**src/rtl/adcr_pkg.sv**
```systemverilog
package adcr_pkg;
  localparam int REG_W   = 8;
  localparam int TEN_BIT = 7;
  localparam int CKS_BIT = 6;
  localparam int STA_BIT = 5;
  localparam int RSV_W   = STA_BIT;

  typedef struct packed {
    logic wipe;     // return to reset value
    logic load;     // software write
    logic trigSet;  // accepted hardware trigger
    logic doneClr;  // conversion finished
  } adcrStrobe_t;
endpackage

```
**src/rtl/adcr_ctrl.sv**
```systemverilog
module adcr_ctrl
  import adcr_pkg::*;
#(
  parameter int SYNC_STAGES = 2
) (
  input  logic        clk,
  input  logic        rstN,
  input  logic        standby,
  input  logic        wrEn,
  input  logic        trigN,
  input  logic        timerTrig,
  input  logic        trigSrcTimer,
  input  logic        convDone,
  input  logic        trgEnQ,
  input  logic        startQ,
  output adcrStrobe_t strobe
);
  localparam int LAST = SYNC_STAGES - 1;

  logic [SYNC_STAGES-1:0] syncQ;
  logic                   prevQ;
  logic                   pinFall;
  logic                   srcEvent;

  always_ff @(posedge clk or negedge rstN) begin
    if (!rstN) syncQ[0] <= 1'b1;
    else       syncQ[0] <= trigN;
  end

  for (genvar i = 1; i < SYNC_STAGES; i++) begin : g_sync
    always_ff @(posedge clk or negedge rstN) begin
      if (!rstN) syncQ[i] <= 1'b1;
      else       syncQ[i] <= syncQ[i-1];
    end
  end

  always_ff @(posedge clk or negedge rstN) begin
    if (!rstN) prevQ <= 1'b1;
    else       prevQ <= syncQ[LAST];
  end

  always_comb begin
    pinFall  = prevQ & ~syncQ[LAST];
    srcEvent = trigSrcTimer ? timerTrig : pinFall;
    strobe.wipe    = standby;
    strobe.load    = wrEn;
    strobe.trigSet = trgEnQ & ~startQ & srcEvent;
    strobe.doneClr = convDone;
  end
endmodule

```
**src/rtl/adcr_datapath.sv**
```systemverilog
module adcr_datapath
  import adcr_pkg::*;
(
  input  logic             clk,
  input  logic             rstN,
  input  adcrStrobe_t      strobe,
  input  logic [REG_W-1:0] wrData,
  output logic [REG_W-1:0] rdData,
  output logic             trgEnQ,
  output logic             clkSelQ,
  output logic             startQ,
  output logic             beginPulse
);
  logic startDly;
  logic unusedLow;

  assign unusedLow = ^wrData[RSV_W-1:0];

  always_ff @(posedge clk or negedge rstN) begin
    if (!rstN) begin
      trgEnQ   <= 1'b0;
      clkSelQ  <= 1'b0;
      startQ   <= 1'b0;
      startDly <= 1'b0;
    end else if (strobe.wipe) begin
      trgEnQ   <= 1'b0;
      clkSelQ  <= 1'b0;
      startQ   <= 1'b0;
      startDly <= 1'b0;
    end else begin
      startDly <= startQ;
      if (strobe.load) begin
        trgEnQ  <= wrData[TEN_BIT];
        clkSelQ <= wrData[CKS_BIT];
        startQ  <= wrData[STA_BIT];
      end else if (strobe.trigSet) begin
        startQ  <= 1'b1;
      end else if (strobe.doneClr) begin
        startQ  <= 1'b0;
      end
    end
  end

  always_comb begin
    rdData          = '1;
    rdData[TEN_BIT] = trgEnQ;
    rdData[CKS_BIT] = clkSelQ;
    rdData[STA_BIT] = startQ;
    beginPulse      = startQ & ~startDly;
  end
endmodule

```
**src/rtl/adc_ctrl_reg.sv**
```systemverilog
module adc_ctrl_reg
  import adcr_pkg::*;
#(
  parameter int SYNC_STAGES = 2
) (
  input  logic       clk,
  input  logic       rstN,
  input  logic       standby,
  input  logic       wrEn,
  input  logic [7:0] wrData,
  output logic [7:0] rdData,
  input  logic       trigN,
  input  logic       timerTrig,
  input  logic       trigSrcTimer,
  input  logic       convDone,
  output logic       startReq,
  output logic       clkSel,
  output logic       convBegin
);
  adcrStrobe_t strobe;
  logic        trgEnQ;

  adcr_ctrl #(.SYNC_STAGES(SYNC_STAGES)) u_ctrl (
    .clk(clk), .rstN(rstN), .standby(standby), .wrEn(wrEn),
    .trigN(trigN), .timerTrig(timerTrig), .trigSrcTimer(trigSrcTimer),
    .convDone(convDone), .trgEnQ(trgEnQ), .startQ(startReq),
    .strobe(strobe)
  );

  adcr_datapath u_dp (
    .clk(clk), .rstN(rstN), .strobe(strobe), .wrData(wrData),
    .rdData(rdData), .trgEnQ(trgEnQ), .clkSelQ(clkSel),
    .startQ(startReq), .beginPulse(convBegin)
  );
endmodule

```
**config.mk**
```make
export PLATFORM = sky130hd
export DESIGN_NAME = adc_ctrl_reg
export DESIGN_NICKNAME = d
export VERILOG_FILES = /design/src/rtl/adcr_pkg.sv /design/src/rtl/adcr_ctrl.sv /design/src/rtl/adcr_datapath.sv /design/src/rtl/adc_ctrl_reg.sv
export SDC_FILE = /design/constraint.sdc
export NUM_CORES = 1
export LEC_CHECK = 0
export BUFFER_PORTS_ARGS = -buffer_cell sky130_fd_sc_hd__buf_2
export CAP_MARGIN = 20
export CELL_PAD_IN_SITES_DETAIL_PLACEMENT = 0
export CELL_PAD_IN_SITES_GLOBAL_PLACEMENT = 1
export CORE_UTILIZATION = 25
export DETAILED_ROUTE_END_ITERATION = 10
export GPL_TIMING_DRIVEN = 0
export PLACE_DENSITY_LB_ADDON = 0.1
export SETUP_SLACK_MARGIN = 0.3
export SYNTH_ARGS = -nofsm -noshare
export SYNTH_HDL_FRONTEND = slang
export SYNTH_HIERARCHICAL = 1
export SYNTH_SLANG_ARGS = --single-unit
```
**constraint.sdc**
```tcl
create_clock -name clk -period 1.61 [get_ports clk]
set_clock_uncertainty 0.1 [all_clocks]
set_input_delay 0.2415 -clock clk [delete_from_list [all_inputs] [get_ports clk]]
set_output_delay 0.2415 -clock clk [all_outputs]
set_load 0.005 [all_outputs]
```
**After elaboration in Yosys (flattened, before gate mapping)**

Index checks and enable logic that the tools add are counted.

- Memory bits (writable): 0
- Input bits: 16
- Output and inout port bits: 11
- Bits in registers: 7
- Memories kept: 0
- Bits in latches: 0
- Word-level logic and storage cells: 26
- Memory bits (read-only): 0

- $mul: 0
- Add/subtract/negate cells: 0
- Shift-type cells: 0
- Divide/modulo/power cells: 0
- Bitwise gates (word level): 7
- Reduce and logical (&&, ||, !) cells: 2
- Magnitude comparators: 0
- Multiplexer cells: 10
- Equal/unequal tests: 0

Operator list:

| kind | count |
|---|---|
| $mux 1 | 10 |
| $and 1x1->1 | 4 |
| $reduce_bool 4->1 | 1 |
| $not 1->1 | 3 |
| $reduce_bool 2->1 | 1 |

**Logic depth before layout (Yosys ltp)**

Gate-level depths: netlist of the first run.

- Depth after elaboration: 7
- Gate-level depth with buffers: 4
- Mapped depth without buffers: 4

**Hierarchy**

The synthesis of the first run kept the hierarchy.

Modules (own cells, without submodules):

| module | times used | sequential area each (um^2) | area each (um^2) | cells an instance |
|---|---|---|---|---|
| adcr_datapath | 1 | 100.1 | 226.5 | 23 |
| adcr_ctrl | 1 | 78.8 | 125.1 | 10 |

**Least setup slack after synthesis of the first run**

No wires, ideal clock.

- Path kind: register to register
- Start: register u_ctrl.prevQ
- End: register u_dp.startQ
- Path buffers: 0
- Data required time: 1406 ps
- Arrival: 1226 ps
- Slack: 180 ps
- Clock period less this slack: 1430 ps
- Library setup time: 104 ps
- Cell stages (with the launch flop): 5
- Path through: dfstp_2 > or3b_1 > a21oi_1 > nor2_1 > a221oi_1

RTL lines:

| element | line | text |
|---|---|---|
| start, declared | adcr_ctrl.sv:21 | `logic prevQ;` |
| start signal, assigned | adcr_ctrl.sv:39 | `else prevQ <= syncQ[LAST];` |
| end signal, assigned | adcr_datapath.sv:35 | `startQ <= wrData[STA_BIT];` |
| end, declared | adcr_datapath.sv:11 | `output logic startQ,` |

==> results.py, run 1 <==
metrics = {
    "outcome": {
        "status": "finished clean",
    },
    "synth": {
        "synth_top_flop_cell": "dfrtp_1",
        "synth_compound_area_share_pct": 3.915,
        "ys_ff_latch": 7,
        "synth_xor_area_share_pct": 0,
        "syn_area_per_cell_um2": 10.65,
        "ys_top_cells_by_area": "dfrtp_1, buf_4, dfstp_2",
        "synth_top_family_by_area": "buffers and inverters",
        "ys_seq_area_share_pct": 50.89,
        "yosys.cell_count.top_type": "buf_4",
        "synth_top_area_share_pct": 28.47,
        "ys_top_cells_by_count": "buf_4, dfrtp_1, dfstp_2, nor2_1",
        "ys_warn_count": 6,
        "yosys.area.top_type": "dfrtp_1",
        "syn-cell-area_um2": 351.6,
        "synth_edf_count": 0,
        "synthCells": 33,
        "muxShareOfSynthArea_pct": 5.694,
        "synth-async-reset-ratio_pct": 100.0,
        "ys_types": 13,
        "synth-adder-area-share_pct": 0,
        "synthSimpleGateAreaFrac_pct": 13.88,
    },
    "placement": {
        "routabilityCongestion": 0.6984,
        "port_buffers": 13,
        "dpl.hpwl_um": 457.1,
    },
    "detailed_routing": {
        "antenna_left": 0,
        "vias": 261,
        "dr.pass1.iters": 2,
        "route.detailed.vias_per_inst": 3.676,
        "drtIter0Drc": 1,
        "drcViolationCount": 0,
        "wl_per_cell_um": 8.592,
        "finalWirelength_um": 610,
    },
    "timing": {
        "setup_viol_count_final": 0,
        "whs_ns": 0.07383,
        "min_period_ns": 1.413,
        "drv_slew": 0,
        "fin_crit_sh_pct": 87.78,
        "tns_ns": 0,
        "max_freq_mhz": 707.6,
        "hold_viol_final": 0,
        "grt_setup_unrepaired": "true",
    },
    "grt": {
        "overflow": 0,
        "grt_pass1_wl_mm": 1.007,
        "antenna_found_initial": 0,
        "first_global_vias": 279,
        "track_usage_pct": 10.20,
        "grt_max_degree": 8,
    },
    "cts": {
        "cts_tree": "yes",
        "worstSkewPairLatency_ns": 0.25,
        "post_cts_buffers": 0,
        "path_clk_slew_ns": 0.05,
        "clock_sinks": 7,
        "h-tree-depth": 1,
        "clock_tree.buffer_depth": 2,
        "cts_root_buf": "clkbuf_4",
        "cts-buffers-inserted": 3,
    },
    "die": {
        "rows": 13,
        "coreArea_um2": 1301,
        "die_height_um": 39.50,
        "initial_core_util_pct": 27.02,
        "die_area_um2": 1560,
        "die_w_um": 39.50,
        "ios": 27,
    },
    "min_path": {
        "hold_class": "input pin to flop",
        "min_path_cells": 2,
        "hp-start": "standby",
        "hold_path_end": "u_dp/startQ",
    },
    "setup_path": {
        "worstSetupPathType": "flop to flop",
        "reg2reg_slack_ns": 0.20,
        "worstReg2RegEnd": "u_dp/startQ",
        "start_kind": "flop",
        "critPathMaxFanout": 1,
        "path_buf_inv": 0,
        "cpPeakStageDelay_ns": 0.51,
        "rr_worst_depth": 4,
        "rr_startpoint": "u_ctrl/prevQ",
        "cp.required_ns": 1.67,
        "crit_family": "flip-flops",
        "path_cells": "or3b_1, a21oi_2, nor2_1, a221oi_2",
        "arrival_ns": 1.47,
        "end_kind": "flop",
        "cp_slowest_cell": "dfstp_2",
    },
    "power_and_ir_drop": {
        "p_leak_nw": 0.2743,
        "finalPower_mw": 0.4189,
        "cellPowerDensity_nw_per_um2": 810.7,
        "vdd_drop_max_mv": 0.3076,
    },
    "finish": {
        "area_growth_pct": 46.98,
        "layout.nets": 73,
        "drive_gt1_share_pct": 57.14,
        "fin_util_pct": 39.71,
        "diodes": 0,
    },
    "flow_run": {
        "drv_cap": 0,
    },
}
-- cell families (layout without fill, tap and decap cells) --
logic type             count (synthesis)  in the layout
buffers and inverters                 12             31
and+or+nand+nor                        9              9
DFF                                    7              7
AOI/OAI and AO/OA                      2              2
muxes                                  2              2
other                                  1              5
-- how the worst max path moves through the flow --
stage / cells after the start / to / slack [ns] / from
2_1_floorplan: 4 / u_dp/startQ / 0.22 / u_ctrl/prevQ
3_3_place_gp: 4 / u_dp/startQ / 0.16 / u_ctrl/prevQ
3_5_place_dp: 4 / u_dp/startQ / 0.15 / u_ctrl/prevQ
4_1_cts: 4 / u_dp/startQ / 0.15 / u_ctrl/prevQ
5_1_grt: 4 / u_dp/startQ / 0.13 / u_ctrl/prevQ
6_report: 4 / u_dp/startQ / 0.20 / u_ctrl/prevQ
-- registers in the layout (all words and copies together) (netlist names) --
| name | flops |
|---|---|
| u_dp/clkSelQ | 1 |
| u_dp/startDly | 1 |
| u_dp/trgEnQ | 1 |
| u_dp/startQ | 1 |
| u_ctrl/prevQ | 1 |
| u_ctrl/syncQ | 2 |
-- layer usage --
| metal | wire length, µm | vias up | GRT usage (%) |
|---|---|---|---|
| li1 | - | 134 | - |
| met1 | 266 | 110 | 10.80 |
| met2 | 276 | 15 | 16.39 |
| met3 | 60 | 2 | 1.705 |
| met4 | 6 | 0 | 10.34 |
| met5 | 0 | - | 0 |
-- final cells by class --
type | count | area, µm²
buffer | 11 | 86.33
clock buffer | 4 | 26.28
fill | 142 | 784.5
inverter | 1 | 3.754
multi-input combinational | 18 | 111.4
sequential | 7 | 178.9
tap | 15 | 18.77
timing repair buffer | 15 | 91.34
-- stage by stage --
stage | area, µm² | setup slack, ns | instances
3_3_place_gp | 450.4 | 0.1644 | 65
2_1_floorplan | 366.6 | 0.2198 | 37
4_1_cts | 500.5 | 0.1478 | 71
3_5_place_dp | 450.4 | 0.1489 | 65
6_report | 516.7 | 0.1968 | 71
5_1_grt | 516.7 | 0.1266 | 71
-- placed cells by master (no fill, tap or decap), types with 2 or more instances in the layout --
| cell | count |
|---|---|
| buf_2 | 12 |
| buf_4 | 10 |
| buf_6 | 2 |
| clkbuf_4 | 3 |
| conb_1 | 5 |
| dfrtp_1 | 4 |
| dfstp_2 | 3 |
| dlygate4sd3_1 | 2 |
| mux2i_1 | 2 |
| nand2b_1 | 2 |
| nor2_1 | 3 |
| nor2b_1 | 2 |
-- what timing repair did --
item	in CTS	in global routing
setup endpoints to repair	1	3
hold buffers	2	0
resized for setup	1	3
gates cloned	0	0
hold endpoints to repair	8	0
-- power by group --
group	switching (mW)	internal, mW	leakage, nW	total (mW)
Combinational	0.0255	0.0443	0.175	0.0698
Sequential	0.00600	0.189	0.0847	0.195
Clock	0.0602	0.0943	0.0150	0.155
Note: power is estimated with default switching activity, not from simulation.
==> run 2: changes to the inputs <==
--- a/config.mk
+++ b/config.mk
@@ -9,6 +9,7 @@
 export CAP_MARGIN = 20
 export CELL_PAD_IN_SITES_DETAIL_PLACEMENT = 0
 export CELL_PAD_IN_SITES_GLOBAL_PLACEMENT = 1
+export CORE_MARGIN = 3
 export CORE_UTILIZATION = 25
 export DETAILED_ROUTE_END_ITERATION = 10
 export GPL_TIMING_DRIVEN = 0
==> results.py, run 2 (synthesized netlist as in run 1, its figures left out) <==
metrics = {
    "setup_path": {
        "path_buf_inv": 0,
        "cp_slowest_cell": "dfstp_2",
        "critPathMaxFanout": 1,
        "cp.required_ns": 1.67,
        "path_cells": "or3b_1, a21oi_2, nor2_1, a221oi_2",
        "cp-startpoint": "u_ctrl/prevQ",
        "rr_startpoint": "u_ctrl/prevQ",
        "arrival_ns": 1.51,
        "start_kind": "flop",
        "worstSetupPathType": "flop to flop",
        "crit_family": "flip-flops",
        "end_kind": "flop",
        "cpPeakStageDelay_ns": 0.51,
    },
    "cts": {
        "clock_sinks": 7,
        "clock_tree.buffer_depth": 2,
        "cts_root_buf": "clkbuf_4",
        "cts_tree": "yes",
        "path_clk_slew_ns": 0.05,
        "h-tree-depth": 1,
        "worstSkewPairLatency_ns": 0.25,
        "cts-buffers-inserted": 3,
        "post_cts_buffers": 0,
    },
    "finish": {
        "layout_commonest_cell": "buf_2",
        "layout.nets": 73,
        "final_area_um2": 505.5,
        "regMostFlops": "u_ctrl/syncQ",
        "multi_input_area_um2": 111.4,
        "largest_register_ffs": 2,
        "area_growth_pct": 43.77,
        "mostFrequentLayoutCells": "buf_2, buf_4, conb_1",
        "drive_gt1_share_pct": 57.14,
        "fillCellCount": 129,
        "ff_latch_area_um2": 178.9,
        "diodes": 0,
    },
    "die": {
        "rows": 12,
        "die_area_um2": 1892,
        "ios": 27,
        "initial_core_util_pct": 28.91,
        "coreArea_um2": 1216,
        "die_height_um": 43.50,
        "die_w_um": 43.50,
    },
    "timing": {
        "setup_viol_count_final": 0,
        "tns_ns": 0,
        "fin_ws_ns": 0.1594,
        "whs_ns": 0.07813,
        "hold_viol_final": 0,
        "fin_crit_sh_pct": 90.10,
        "min_period_ns": 1.451,
        "max_freq_mhz": 689.4,
        "grt_setup_unrepaired": "true",
        "drv_slew": 0,
    },
    "grt": {
        "first_global_vias": 261,
        "track_usage_pct": 8.806,
        "grt_pass1_wl_mm": 1.166,
        "antenna_found_initial": 0,
        "grt_max_degree": 8,
        "overflow": 0,
    },
    "detailed_routing": {
        "antenna_left": 0,
        "finalWirelength_um": 744,
        "top_layer": "met4",
        "wl_met2_um": 352,
        "dr.pass1.iters": 1,
        "route.detailed.vias_per_inst": 3.929,
        "wl_per_cell_um": 10.63,
        "drtIter0Drc": 0,
        "drcViolationCount": 0,
        "vias": 275,
        "met3_length_um": 90,
        "m1WireLength_um": 295,
    },
    "power_and_ir_drop": {
        "p_sw_share_pct": 22.72,
        "p_int_mw": 0.3245,
        "p_leak_nw": 0.2721,
        "cellPowerDensity_nw_per_um2": 830.6,
        "power_frac_comb_pct": 16.1,
        "vdd_drop_max_mv": 0.4280,
        "p_switching_mw": 0.09541,
        "clkPwrFrac_pct": 37.4,
        "seq_power_share_pct": 46.4,
    },
    "placement": {
        "port_buffers": 13,
        "placed_cell_area_um2": 449.2,
        "pre_cts_slack_ns": 0.1047,
        "routabilityCongestion": 0.6428,
        "dpl.hpwl_um": 565.7,
    },
    "flow_run": {
        "drv_cap": 0,
    },
    "outcome": {
        "status": "finished clean",
    },
    "min_path": {
        "hold_class": "input pin to flop",
        "hp-start": "standby",
    },
}
run 2: cell counts in the layout (fill, tap and decap cells not counted):
Identical to the previous run, type by type.
run 2: power groups by stage:
stage                     Sequential [mW]  Clock, mW  Combinational (mW)
after floorplan                     0.196          0              0.0377
after global placement              0.197          0              0.0596
after detailed placement            0.198          0              0.0612
after CTS                           0.195      0.166              0.0658
after global routing                0.196      0.183              0.0750
final                               0.195      0.157              0.0678
run 2: routing by layer:
layer / vias to the layer above / track usage [%]
met2: 16 / 12.39
met3: 2 / 4.979
met5: - / 0
li1: 134 / -
met1: 123 / 9.500
met4: 0 / 7.229
run 2: worst paths after layout:
| check | to | slack [ns] | cells past startpoint |
|---|---|---|---|
| worst max-delay path | u_dp/startQ | 0.16 | 4 |
| max in group asynchronous | u_ctrl/prevQ | 0.91 | 2 |
| worst max register to register | u_dp/startQ | 0.16 | 4 |
| worst min register to register | u_ctrl/syncQ[1] | 0.25 | 0 |
| min in group asynchronous | u_dp/startDly | 0.27 | 2 |
| worst min-delay path | u_dp/startQ | 0.08 | 2 |
run 2: layout make-up:
| type | instances | share of cell area (%) |
|---|---|---|
| flip-flops and latches | 7 | 35.40 |
| multi-input cells | 18 | 22.03 |
| repair buffers | 15 | 16.83 |
| plain buffers | 11 | 16.34 |
| clock buffers | 4 | 5.198 |
| well taps | 14 | 3.465 |
| inverters | 1 | 0.7426 |
run 2: what timing repair did:
action / in CTS / in global routing
endpoints found under the setup margin: 1 / 3
resized for setup: 1 / 1
hold endpoints to repair: 8 / 0
hold buffers: 2 / 0
run 2: through the flow:
step,cells,utilization [%],total power [mW]
6_report,70,41.56,0.4199
5_1_grt,70,41.56,0.4542
4_1_cts,70,41.05,0.4272
3_5_place_dp,64,36.93,0.2588
3_3_place_gp,64,36.93,0.2564
2_1_floorplan,37,-,0.2338
run 2: worst reg2reg max path, delay by kind of cell (launching register included):
| kind | cells | cell delay, ns |
|---|---|---|
| AO/OA/AOI/OAI | 2 | 0.35 |
| AND/OR/NAND/NOR | 2 | 0.42 |
| flip-flops | 1 | 0.51 |
==> run 3: changes to the inputs <==
--- a/config.mk
+++ b/config.mk
@@ -17,5 +17,4 @@
 export SETUP_SLACK_MARGIN = 0.3
 export SYNTH_ARGS = -nofsm -noshare
 export SYNTH_HDL_FRONTEND = slang
-export SYNTH_HIERARCHICAL = 1
 export SYNTH_SLANG_ARGS = --single-unit
==> results.py, run 3 <==
metrics = {
    "detailed_routing": {
        "finalWirelength_um": 601,
        "wl_met2_um": 267,
        "vias": 260,
        "wl_per_cell_um": 8.838,
        "route.detailed.vias_per_inst": 3.824,
        "drtIter0Drc": 1,
        "top_layer": "met3",
        "dr.pass1.iters": 2,
        "antenna_left": 0,
        "met3_length_um": 104,
        "m1WireLength_um": 230,
        "drcViolationCount": 0,
    },
    "grt": {
        "grt_pass1_wl_mm": 1.048,
        "antenna_found_initial": 0,
        "first_global_vias": 262,
        "overflow": 0,
        "track_usage_pct": 8.094,
        "grt_max_degree": 8,
    },
    "die": {
        "die_height_um": 42.76,
        "coreArea_um2": 1186,
        "rows": 12,
        "initial_core_util_pct": 28.48,
        "die_area_um2": 1828,
        "die_w_um": 42.76,
        "ios": 27,
    },
    "timing": {
        "setup_viol_count_final": 0,
        "fin_ws_ns": 0.3413,
        "max_freq_mhz": 788.2,
        "whs_ns": 0.09438,
        "grt_setup_unrepaired": "true",
        "fin_crit_sh_pct": 78.80,
        "min_period_ns": 1.269,
        "drv_slew": 0,
        "hold_viol_final": 0,
        "tns_ns": 0,
    },
    "synth": {
        "yosys.area.top_type": "dfrtp_1",
        "ys_ff_latch": 7,
        "syn_area_per_cell_um2": 12.07,
        "synthCells": 28,
        "ys_types": 13,
        "syn-cell-area_um2": 337.8,
        "ys_top_cells_by_count": "buf_4, dfrtp_1, dfstp_2",
        "synth_top_area_share_pct": 29.63,
        "ys_top_cells_by_area": "dfrtp_1, dfstp_2, buf_4",
        "ys_seq_area_share_pct": 52.96,
        "synth_top_flop_cell": "dfrtp_1",
        "ys_warn_count": 0,
        "synth_edf_count": 0,
        "synth-async-reset-ratio_pct": 100.0,
        "yosys.cell_count.top_type": "buf_4",
    },
    "power_and_ir_drop": {
        "finalPower_mw": 0.4131,
        "seq_power_share_pct": 47.5,
        "vdd_drop_max_mv": 0.6166,
        "p_switching_mw": 0.08986,
        "p_sw_share_pct": 21.76,
        "p_leak_nw": 0.2647,
        "cellPowerDensity_nw_per_um2": 829.5,
        "clkPwrFrac_pct": 37.0,
        "power_frac_comb_pct": 15.5,
        "p_int_mw": 0.3232,
    },
    "placement": {
        "pre_cts_slack_ns": 0.3955,
        "dpl.hpwl_um": 495.2,
        "place_inst": 62,
        "placed_cell_area_um2": 450.4,
        "routabilityCongestion": 0.6353,
        "port_buffers": 16,
    },
    "cts": {
        "cts_root_buf": "clkbuf_4",
        "worstSkewPairLatency_ns": 0.25,
        "h-tree-depth": 1,
        "clock_tree.buffer_depth": 2,
        "clock_sinks": 7,
        "post_cts_buffers": 0,
        "path_clk_slew_ns": 0.05,
        "cts_tree": "yes",
        "cts-buffers-inserted": 3,
    },
    "finish": {
        "drive_gt1_share_pct": 62.96,
        "area_growth_pct": 47.41,
        "fin_util_pct": 41.98,
        "diodes": 0,
        "fillCellCount": 117,
        "layout_commonest_cell": "buf_2",
        "final_cells": 68,
        "final_area_um2": 498.0,
        "layout.nets": 71,
        "regMostFlops": "u_ctrl.syncQ",
        "mostFrequentLayoutCells": "buf_2, buf_4, conb_1",
        "largest_register_ffs": 2,
    },
    "setup_path": {
        "end_kind": "output port",
        "critPathMaxFanout": 6,
        "start_kind": "flop",
        "reg2reg_slack_ns": 0.40,
        "cp.required_ns": 1.27,
        "arrival_ns": 0.93,
        "worstSetupPathType": "flop to output port",
    },
    "flow_run": {
        "drv_cap": 0,
    },
    "outcome": {
        "status": "finished clean",
    },
    "min_path": {
        "hold_class": "input pin to flop",
    },
}
run 3: power by group through the flow:
stage / logic [mW] / clock network, mW / registers [mW]
floorplan: 0.0323 / 0 / 0.197
global route: 0.0720 / 0.179 / 0.197
detailed placement: 0.0604 / 0 / 0.199
CTS: 0.0642 / 0.163 / 0.196
global placement: 0.0604 / 0 / 0.198
finish: 0.0638 / 0.153 / 0.196
run 3: metal layers:
metal / track usage (%) / up-vias
li1: - / 131
met1: 8.763 / 110
met2: 10.78 / 19
met3: 7.203 / 0
met4: 3.727 / 0
met5: 0 / -
run 3: path summary, 6_finish.rpt:
| kind | from | to | cells after the start |
|---|---|---|---|
| worst max-delay path | u_dp.startQ | convBegin | 2 |
| worst min-delay path | standby | u_dp.startQ | 2 |
| worst max register to register | u_dp.startQ | u_dp.startQ | 3 |
| worst min register to register | u_ctrl.syncQ[0] | u_ctrl.syncQ[1] | 0 |
| max in group asynchronous | rstN | u_ctrl.syncQ[0] | 2 |
| min in group asynchronous | rstN | u_dp.startDly | 2 |
run 3: critical path, stage by stage (launching register included):
cell,delay (ns)
dfrtp_2,0.43
nor2b_1,0.13
buf_2,0.12
run 3: cell families (layout without fill, tap and decap cells):
| kind of cell | Yosys count | after routing | share of synthesized area, % |
|---|---|---|---|
| AOI/OAI and AO/OA | 2 | 2 | 5.923 |
| DFF | 7 | 7 | 52.97 |
| buffers and inverters | 9 | 31 | 18.89 |
| muxes | 3 | 3 | 9.259 |
| other | 1 | 5 | 1.110 |
| and+or+nand+nor | 6 | 6 | 11.85 |
run 3: timing repair:
| action | 4_1_cts | 5_1_grt |
|---|---|---|
| resized for setup | 0 | 1 |
| endpoints found under the hold margin | 8 | 0 |
| endpoints found under the setup margin | 0 | 3 |
| hold buffers | 2 | 0 |
run 3: layout make-up:
| cell class | instances | area (µm²) | area share [%] |
|---|---|---|---|
| inverters | 1 | 3.754 | 0.7538 |
| repair buffers | 18 | 100.1 | 20.10 |
| well taps | 14 | 17.52 | 3.518 |
| flip-flops and latches | 7 | 180.2 | 36.18 |
| plain buffers | 8 | 60.06 | 12.06 |
| clock buffers | 4 | 26.28 | 5.276 |
| multi-input cells | 16 | 110.1 | 22.11 |
